**config.mk**
```make
export PLATFORM = sky130hd
export DESIGN_NAME = chan_enable_regs
export DESIGN_NICKNAME = d
export VERILOG_FILES = /design/src/rtl/chen_pkg.sv /design/src/rtl/chen_cmd_decode.sv /design/src/rtl/chen_en_vec.sv /design/src/rtl/chen_read_mux.sv /design/src/rtl/chan_enable_regs.sv
export SDC_FILE = /design/constraint.sdc
export NUM_CORES = 1
export LEC_CHECK = 0
export BUFFER_PORTS_ARGS = -buffer_cell sky130_fd_sc_hd__buf_4
export CAP_MARGIN = 5
export CORE_MARGIN = 5
export CORE_UTILIZATION = 45
export CTS_CLUSTER_SIZE = 28
export DETAILED_ROUTE_END_ITERATION = 7
export GPL_TIMING_DRIVEN = 1
export PLACE_DENSITY = 0.72
export SLEW_MARGIN = 5
export SYNTH_ARGS = -nofsm -noshare
export SYNTH_HDL_FRONTEND = slang
export SYNTH_SLANG_ARGS = --single-unit
```
**constraint.sdc**
```tcl
create_clock -name clk -period 2.3 [get_ports clk]
set_input_delay 0.69 -clock clk [delete_from_list [all_inputs] [get_ports clk]]
set_output_delay 0.69 -clock clk [all_outputs]
set_load 0.02 [all_outputs]
```
**src/rtl/chen_pkg.sv**
```systemverilog
package chen_pkg;

   localparam int LANES    = 4;
   localparam int BYTE_W   = 8;
   localparam int OPER_W   = 7;

   // word addresses
   localparam int ADDR_CMD      = 0;
   localparam int ADDR_REQ_STAT = 1;
   localparam int ADDR_ERR_STAT = 2;

   // byte lanes of the command word
   typedef enum int {
      LANE_CLR_ERR = 0,
      LANE_SET_ERR = 1,
      LANE_CLR_REQ = 2,
      LANE_SET_REQ = 3
   } lane_e;

   typedef struct packed {
      logic             skip;
      logic [OPER_W-1:0] oper;
   } cmd_byte_t;

   function automatic cmd_byte_t to_cmd(input logic [BYTE_W-1:0] b);
      cmd_byte_t c;
      c.skip = b[BYTE_W-1];
      c.oper = b[OPER_W-1:0];
      return c;
   endfunction

   function automatic logic is_broadcast(input logic [OPER_W-1:0] oper);
      return oper[OPER_W-1];
   endfunction

endpackage

```
**src/rtl/chen_cmd_decode.sv**
```systemverilog
module chen_cmd_decode
   import chen_pkg::*;
#(
   parameter int NUM_CHAN = 32,
   localparam int IDX_W   = $clog2(NUM_CHAN)
) (
   input  logic                clk,
   input  logic                rst_n,
   input  logic                lane_en,
   input  logic [BYTE_W-1:0]   cmd_byte,
   output logic [NUM_CHAN-1:0] hit_mask
);

   cmd_byte_t cmd;
   logic      in_index;
   logic      in_bcast;

   assign cmd      = to_cmd(cmd_byte);
   assign in_index = (cmd.oper < OPER_W'(NUM_CHAN));
   assign in_bcast = is_broadcast(cmd.oper);

   always_comb begin
      hit_mask = '0;
      if (lane_en && !cmd.skip) begin
         if (in_index) begin
            hit_mask[cmd.oper[IDX_W-1:0]] = 1'b1;
         end else if (in_bcast) begin
            hit_mask = '1;
         end
      end
   end

   // a single-channel operand touches exactly one bit
   a_r4_single_bit: assert property (@(posedge clk) disable iff (!rst_n)
      (lane_en && !cmd_byte[7] && (cmd_byte[6:0] < 7'(NUM_CHAN)))
         |-> ($countones(hit_mask) == 1));

   // reserved operands select nothing
   a_r7_reserved_empty: assert property (@(posedge clk) disable iff (!rst_n)
      ((cmd_byte[6:0] >= 7'(NUM_CHAN)) && !cmd_byte[6]) |-> (hit_mask == '0));

endmodule

```
**src/rtl/chen_en_vec.sv**
```systemverilog
module chen_en_vec #(
   parameter int NUM_CHAN = 32
) (
   input  logic                clk,
   input  logic                rst_n,
   input  logic [NUM_CHAN-1:0] set_mask,
   input  logic [NUM_CHAN-1:0] clr_mask,
   output logic [NUM_CHAN-1:0] vec_q
);

   logic [NUM_CHAN-1:0] vec_d;

   // clear has priority over set on the same bit
   always_comb begin
      vec_d = (vec_q | set_mask) & ~clr_mask;
   end

   always_ff @(posedge clk or negedge rst_n) begin
      if (!rst_n) begin
         vec_q <= '0;
      end else begin
         vec_q <= vec_d;
      end
   end

   // any bit hit by a clear is zero after the edge
   a_r9_clear_wins: assert property (@(posedge clk) disable iff (!rst_n)
      (|clr_mask) |=> ((vec_q & $past(clr_mask)) == '0));

   // broadcast set with no clear fills the vector
   a_r6_set_all: assert property (@(posedge clk) disable iff (!rst_n)
      ((&set_mask) && (clr_mask == '0)) |=> (&vec_q));

   // without commands the vector holds
   a_r12_hold: assert property (@(posedge clk) disable iff (!rst_n)
      ((set_mask == '0) && (clr_mask == '0)) |=> $stable(vec_q));

endmodule

```
**src/rtl/chen_read_mux.sv**
```systemverilog
module chen_read_mux
   import chen_pkg::*;
#(
   parameter int NUM_CHAN = 32,
   parameter int ADDR_W   = 2,
   parameter int DATA_W   = 32
) (
   input  logic [ADDR_W-1:0]   rd_addr,
   input  logic [NUM_CHAN-1:0] req_vec,
   input  logic [NUM_CHAN-1:0] err_vec,
   output logic [DATA_W-1:0]   rd_data
);

   always_comb begin
      rd_data = '0;
      if (rd_addr == ADDR_W'(ADDR_REQ_STAT)) begin
         rd_data = DATA_W'(req_vec);
      end else if (rd_addr == ADDR_W'(ADDR_ERR_STAT)) begin
         rd_data = DATA_W'(err_vec);
      end
   end

endmodule

```
**src/rtl/chan_enable_regs.sv**
```systemverilog
module chan_enable_regs
   import chen_pkg::*;
#(
   parameter int NUM_CHAN = 32,
   parameter int ADDR_W   = 2,
   localparam int DATA_W  = LANES * BYTE_W
) (
   input  logic                clk,
   input  logic                rst_n,
   input  logic                wr_en,
   input  logic [ADDR_W-1:0]   wr_addr,
   input  logic [DATA_W-1:0]   wr_data,
   input  logic [LANES-1:0]    wr_strb,
   input  logic [ADDR_W-1:0]   rd_addr,
   output logic [DATA_W-1:0]   rd_data,
   output logic [NUM_CHAN-1:0] req_en_o,
   output logic [NUM_CHAN-1:0] err_en_o
);

   if (NUM_CHAN < 2 || NUM_CHAN > 32) begin : g_bad_chan
      $error("NUM_CHAN must lie in 2..32");
   end
   if (ADDR_W < 2) begin : g_bad_addr
      $error("ADDR_W must be at least 2");
   end

   logic                cmd_wr;
   logic [NUM_CHAN-1:0] lane_mask [LANES];

   assign cmd_wr = wr_en && (wr_addr == ADDR_W'(ADDR_CMD));

   for (genvar k = 0; k < LANES; k++) begin : g_lane
      chen_cmd_decode #(.NUM_CHAN(NUM_CHAN)) u_dec (
         .clk      (clk),
         .rst_n    (rst_n),
         .lane_en  (cmd_wr && wr_strb[k]),
         .cmd_byte (wr_data[k*BYTE_W +: BYTE_W]),
         .hit_mask (lane_mask[k])
      );
   end

   chen_en_vec #(.NUM_CHAN(NUM_CHAN)) u_req (
      .clk      (clk),
      .rst_n    (rst_n),
      .set_mask (lane_mask[LANE_SET_REQ]),
      .clr_mask (lane_mask[LANE_CLR_REQ]),
      .vec_q    (req_en_o)
   );

   chen_en_vec #(.NUM_CHAN(NUM_CHAN)) u_err (
      .clk      (clk),
      .rst_n    (rst_n),
      .set_mask (lane_mask[LANE_SET_ERR]),
      .clr_mask (lane_mask[LANE_CLR_ERR]),
      .vec_q    (err_en_o)
   );

   chen_read_mux #(
      .NUM_CHAN (NUM_CHAN),
      .ADDR_W   (ADDR_W),
      .DATA_W   (DATA_W)
   ) u_rd (
      .rd_addr (rd_addr),
      .req_vec (req_en_o),
      .err_vec (err_en_o),
      .rd_data (rd_data)
   );

   // a write with no strobe, or to another address, changes nothing
   a_r3_inactive_write: assert property (@(posedge clk) disable iff (!rst_n)
      (wr_en && ((wr_strb == '0) || (wr_addr != '0)))
         |=> ($stable(req_en_o) && $stable(err_en_o)));

   // all four bytes skip-flagged leaves both vectors alone
   a_r2_all_skip: assert property (@(posedge clk) disable iff (!rst_n)
      (wr_en && wr_data[31] && wr_data[23] && wr_data[15] && wr_data[7])
         |=> ($stable(req_en_o) && $stable(err_en_o)));

   // the command word reads zero
   a_r10_cmd_reads_zero: assert property (@(posedge clk) disable iff (!rst_n)
      (rd_addr == '0) |-> (rd_data == '0));

   // status addresses mirror the outputs
   a_r11_req_status: assert property (@(posedge clk) disable iff (!rst_n)
      (rd_addr == ADDR_W'(1)) |-> (rd_data == DATA_W'(req_en_o)));

endmodule

```
# Word-level counts from Yosys, hierarchy flattened
# Cells that the tools add are included.
# totals
ff_bits	64
input_bits	43
out_inout_bits	96
wordCells	62
# classes
order_cmp	12
n_eq_ne	2
mux	22
bitwise_logic	6
reduce_logical	18
# op_table
op	n
$mux W32	14
$and A32 B32 Y32	2
$not A32 Y32	2
$or A32 B32 Y32	2
$lt A7 B6 Y1 const B	4
$lt A5 B6 Y1 const B	4
$demux W1 S5	4
$ge A5 B1 Y1 const B	4
$logic_and A1 B1 Y1	13
$logic_not A1 Y1	4
$mux W1	4
$eq A2 B1 Y1 const B	1
$eq A2 B2 Y1 const B	1
$logic_not A2 Y1	1

# Longest topological paths before layout
# depth
word_depth	8
ltp_mapped	4
mapped_depth_nobuf	3

# By module
# A second synthesis with hierarchy kept.
# unflattened
hier_cells	398
hier_area_um2	4013.8
# modules_own_cells
mod	n_inst	cells_per_inst	area_per_inst_um2	seq_area_each_um2
chen_en_vec	2	64	1121.1	800.8
chen_cmd_decode	4	56	339.1	0.0
chen_read_mux	1	42	365.4	0.0
chan_enable_regs	1	4	50.0	0.0

# Least setup slack after synthesis
# No wires, ideal clock.
# synth_path
path_kind	input -> output
startpoint	input port rd_addr[0]
endpoint	output port rd_data[0]
arrival_time_ns	1.535
required_time_ns	1.610
slack_ns	0.075
cell_stages	4
path_buffers	2
cell_sequence	nor2b_1 -> clkbuf_1 -> clkbuf_1 -> a22o_1
# synth_via
elab_chain_len	3
elab_cells_between_ends	4
classes_between	eq/ne (2); mux (2)
# synth_lines
element	line_no	source
start, declared	chan_enable_regs.sv:14	input logic [ADDR_W-1:0] rd_addr,
$eq A2 B2 Y1	chen_read_mux.sv:18	end else if (rd_addr == ADDR_W'(ADDR_ERR_STAT)) begin
$mux W32	chen_read_mux.sv:18	
$mux W32 *	chen_read_mux.sv:16	if (rd_addr == ADDR_W'(ADDR_REQ_STAT)) begin
end, declared	chan_enable_regs.sv:15	output logic [DATA_W-1:0] rd_data,
# Every way passes the cells marked *; elsewhere a longest branch is shown, timed or not.

# Worst setup path in the final report
# layout_path
startpoint	input port rd_addr[0]
endpoint	output port rd_data[2]
# The elaborated chain is that of the path after synthesis.

==> summary.txt <==
Floorplan
  – Die Width: between 100 and 150 um
  – Io pins: about 140
  – Die span in y: between 100 and 150 um
  – Initial Util: 0.461
  – Die area: around 11,000 um2
  – Rows: 35
  – Core box area: between 9000 and 10,000 um2

Placement
  – # port buffers: 138
  – Placed cell count: about 650
  – Placed cell area: 5560 um2
  – Final GP Congestion: about 0.85
  – HPWL Detailed: 10.8 mm

Clocking
  – CTS Sinks: 64
  – CTS tree: yes
  – Root buf cell: clkbuf_8
  – Clock Tree Buf Depth: 2
  – Post-cts resize count: 0
  – H-Tree Depth: 3
  – Post-CTS setup buffers: 0
  – Number of buffers created by CTS: 9
  – Clk_lat worst skew: around 0.34 ns
  – Clk pin slew, worst setup/hold paths: about 0.070 ns
  – Cts hold-fix bufs: 0

Critical path
  – Worst path max stage delay: 0.26 ns
  – CP endpoint kind: output pin
  – CP Buf/Inv Count: 3
  – Worst Path Max Fanout: 32
  – CP Data Required Time: approximately 1.6 ns
  – Worst path top cell family by delay: buffers and inverters
  – CP most frequent cell: buf_4
  – Critical-path top delay cell: a22o_1
  – CP startpoint kind: input port
  – WS Path Type: in2out
  – Critical Path AT: around 1.6 ns
  – CP cell instances: buf_4 > nor2b_2 > buf_12 > a22o_1 > buf_4

Final layout
  – Finished Cell Area: about 5700 um2
  – Commonest non-fill, non-tap cells in the layout: buf_4, a21oi_1, dfrtp_1
  – Antenna Diode Count: 0
  – Non-filler cells, final: around 660
  – Syn-to-layout area delta: 35.5%
  – Fraction of layout cells with a size suffix above 1: 0.483
  – Commonest non-fill, non-tap cell in the layout: buf_4
  – Nets: roughly 600

Timing
  – Hold Fails Final Rpt: 0
  – Slew @ Worst Pin: 0.641 ns
  – Final hold slack: around 0.30 ns
  – Max-slew headroom: 0.572
  – Setup_tns: 0 ns
  – Setup violators final: 0
  – Final worst path period need: 2.24 ns
  – Final Skew: 0 ns
  – RSZ-0062 raised after global routing: false
  – Final Max Tran Viols: 0
  – Fin crit share: 0.976
  – FMAX: about 450 MHz

Yosys
  – Number of synthesized flops with an enable pin: 0
  – Ys flop type: dfrtp_1
  – Seq cells post-synth: 64
  – Synth cell types: 28
  – Syn_nets: approximately 450
  – Syn. warnings: 0
  – Share of synthesized registers carrying an async set or reset: 1.00
  – Sequential fraction of the synthesis area: 0.378
  – Syn avg cell area: 10.5 um2
  – Post-synthesis cell count: roughly 400
  – Synthesized cell area: about 4200 um2

Global routing
  – Vias in the first global route: ~4,100
  – Initial antenna violation count: 0
  – Pin count of the biggest net entering global routing: 36
  – First-pass GRT wire length: approximately 23 mm
  – GRT overflow: 0
  – GR Util All Layers: 0.256

Power and ir drop
  – PwrDens: about 470 nW/um2
  – Max VDD drop: 0.286 mV
  – P_leak: approximately 2.8 nW

Detailed routing
  – DR DRC count: 0
  – Routed Antenna Nets: 0
  – Initial DRC Count: 342
  – DRT Pass-1 Iters: 7
  – Final WL: around 15 mm
  – Via-to-Cell Ratio: 6.81
  – DR WL/cell: approximately 23 um
  – Via count: around 4,500

Run status
  – Status: completed

Job
  – Max-cap violations: 0

Hold path
  – Worst Hold Class: in2async
stage by stage:
stage | setup slack (ns) | total power [mW] | util
final | 0.0563 | 2.67 | 0.624
after global routing | 0.0337 | 2.78 | 0.624
after CTS | 0.0555 | 2.68 | 0.624
after detailed placement | 0.0560 | 1.78 | 0.605
after global placement | 0.0666 | 1.77 | 0.605
after floorplan | 0.0753 | 1.50 | -
routing by layer:
| metal | vias up | global-route usage | share of wire |
|---|---|---|---|
| li1 | 1993 | - | - |
| met1 | 2225 | 0.344 | 0.41 |
| met4 | 0 | 0.0913 | 0.018 |
| met5 | - | 0 | 0 |
| met3 | 29 | 0.0446 | 0.082 |
| met2 | 231 | 0.416 | 0.49 |
area by class of cell:
class / instances / area (um2)
repair buffers: 178 / 1400
clock buffers: 13 / 179
multi-input cells: 292 / 2420
flip-flops and latches: 64 / 1600
well taps: 111 / 139
fillers: 792 / 3450
worst register-to-register path, cell delays in order, from the launching register on:
cell     delay (ns)
dfrtp_1        0.45
a311o_1        0.34
o221a_2        0.12
Yosys cell counts, types with 3 or more instances:
cell type | n | area (um2)
a21oi_1 | 64 | 320
dfrtp_1 | 64 | 1600
o221a_2 | 60 | 676
a211o_1 | 42 | 368
clkbuf_1 | 37 | 139
a22o_1 | 32 | 280
a311o_1 | 14 | 140
nor2_1 | 12 | 45.0
nor4b_1 | 12 | 105
nor2b_1 | 10 | 62.6
and4bb_2 | 6 | 75.1
buf_6 | 6 | 67.6
nor4bb_1 | 6 | 60.1
o21ai_0 | 6 | 30.0
nand2b_1 | 4 | 25.0
nor4_1 | 4 | 25.0
buf_1 | 3 | 11.3
worst paths after layout:
path / slack, ns / startpoint / end / depth (start not counted)
worst max-delay path: 0.06 / rd_addr[0] / rd_data[2] / 5
worst min-delay path: 0.30 / rst_n / u_req.vec_q[11] / 1
worst max register to register: 1.28 / u_req.vec_q[11] / u_req.vec_q[11] / 2
worst min register to register: 0.62 / u_err.vec_q[6] / u_err.vec_q[6] / 1
max in group asynchronous: 1.48 / rst_n / u_req.vec_q[8] / 2
min in group clk: 0.62 / u_err.vec_q[6] / u_err.vec_q[6] / 1
sequential cells by signal (all words and copies together), names as in the netlist:
signal,count
u_req.vec_q,32
u_err.vec_q,32
power breakdown:
group	internal, mW	switching (mW)	total [mW]
registers	1.15	0.0416	1.19
logic	0.259	0.311	0.570
clock network	0.492	0.416	0.908
total	1.90	0.769	2.67
cells by family (layout without fill, tap and decap cells):
kind of cell | Yosys count | in the layout | synth area share
and+or+nand+nor | 68 | 68 | 0.124
buffers and inverters | 46 | 191 | 0.0514
AOI/OAI and AO/OA | 224 | 224 | 0.446
DFF | 64 | 64 | 0.378
Note: power is estimated with default switching activity, not from simulation.
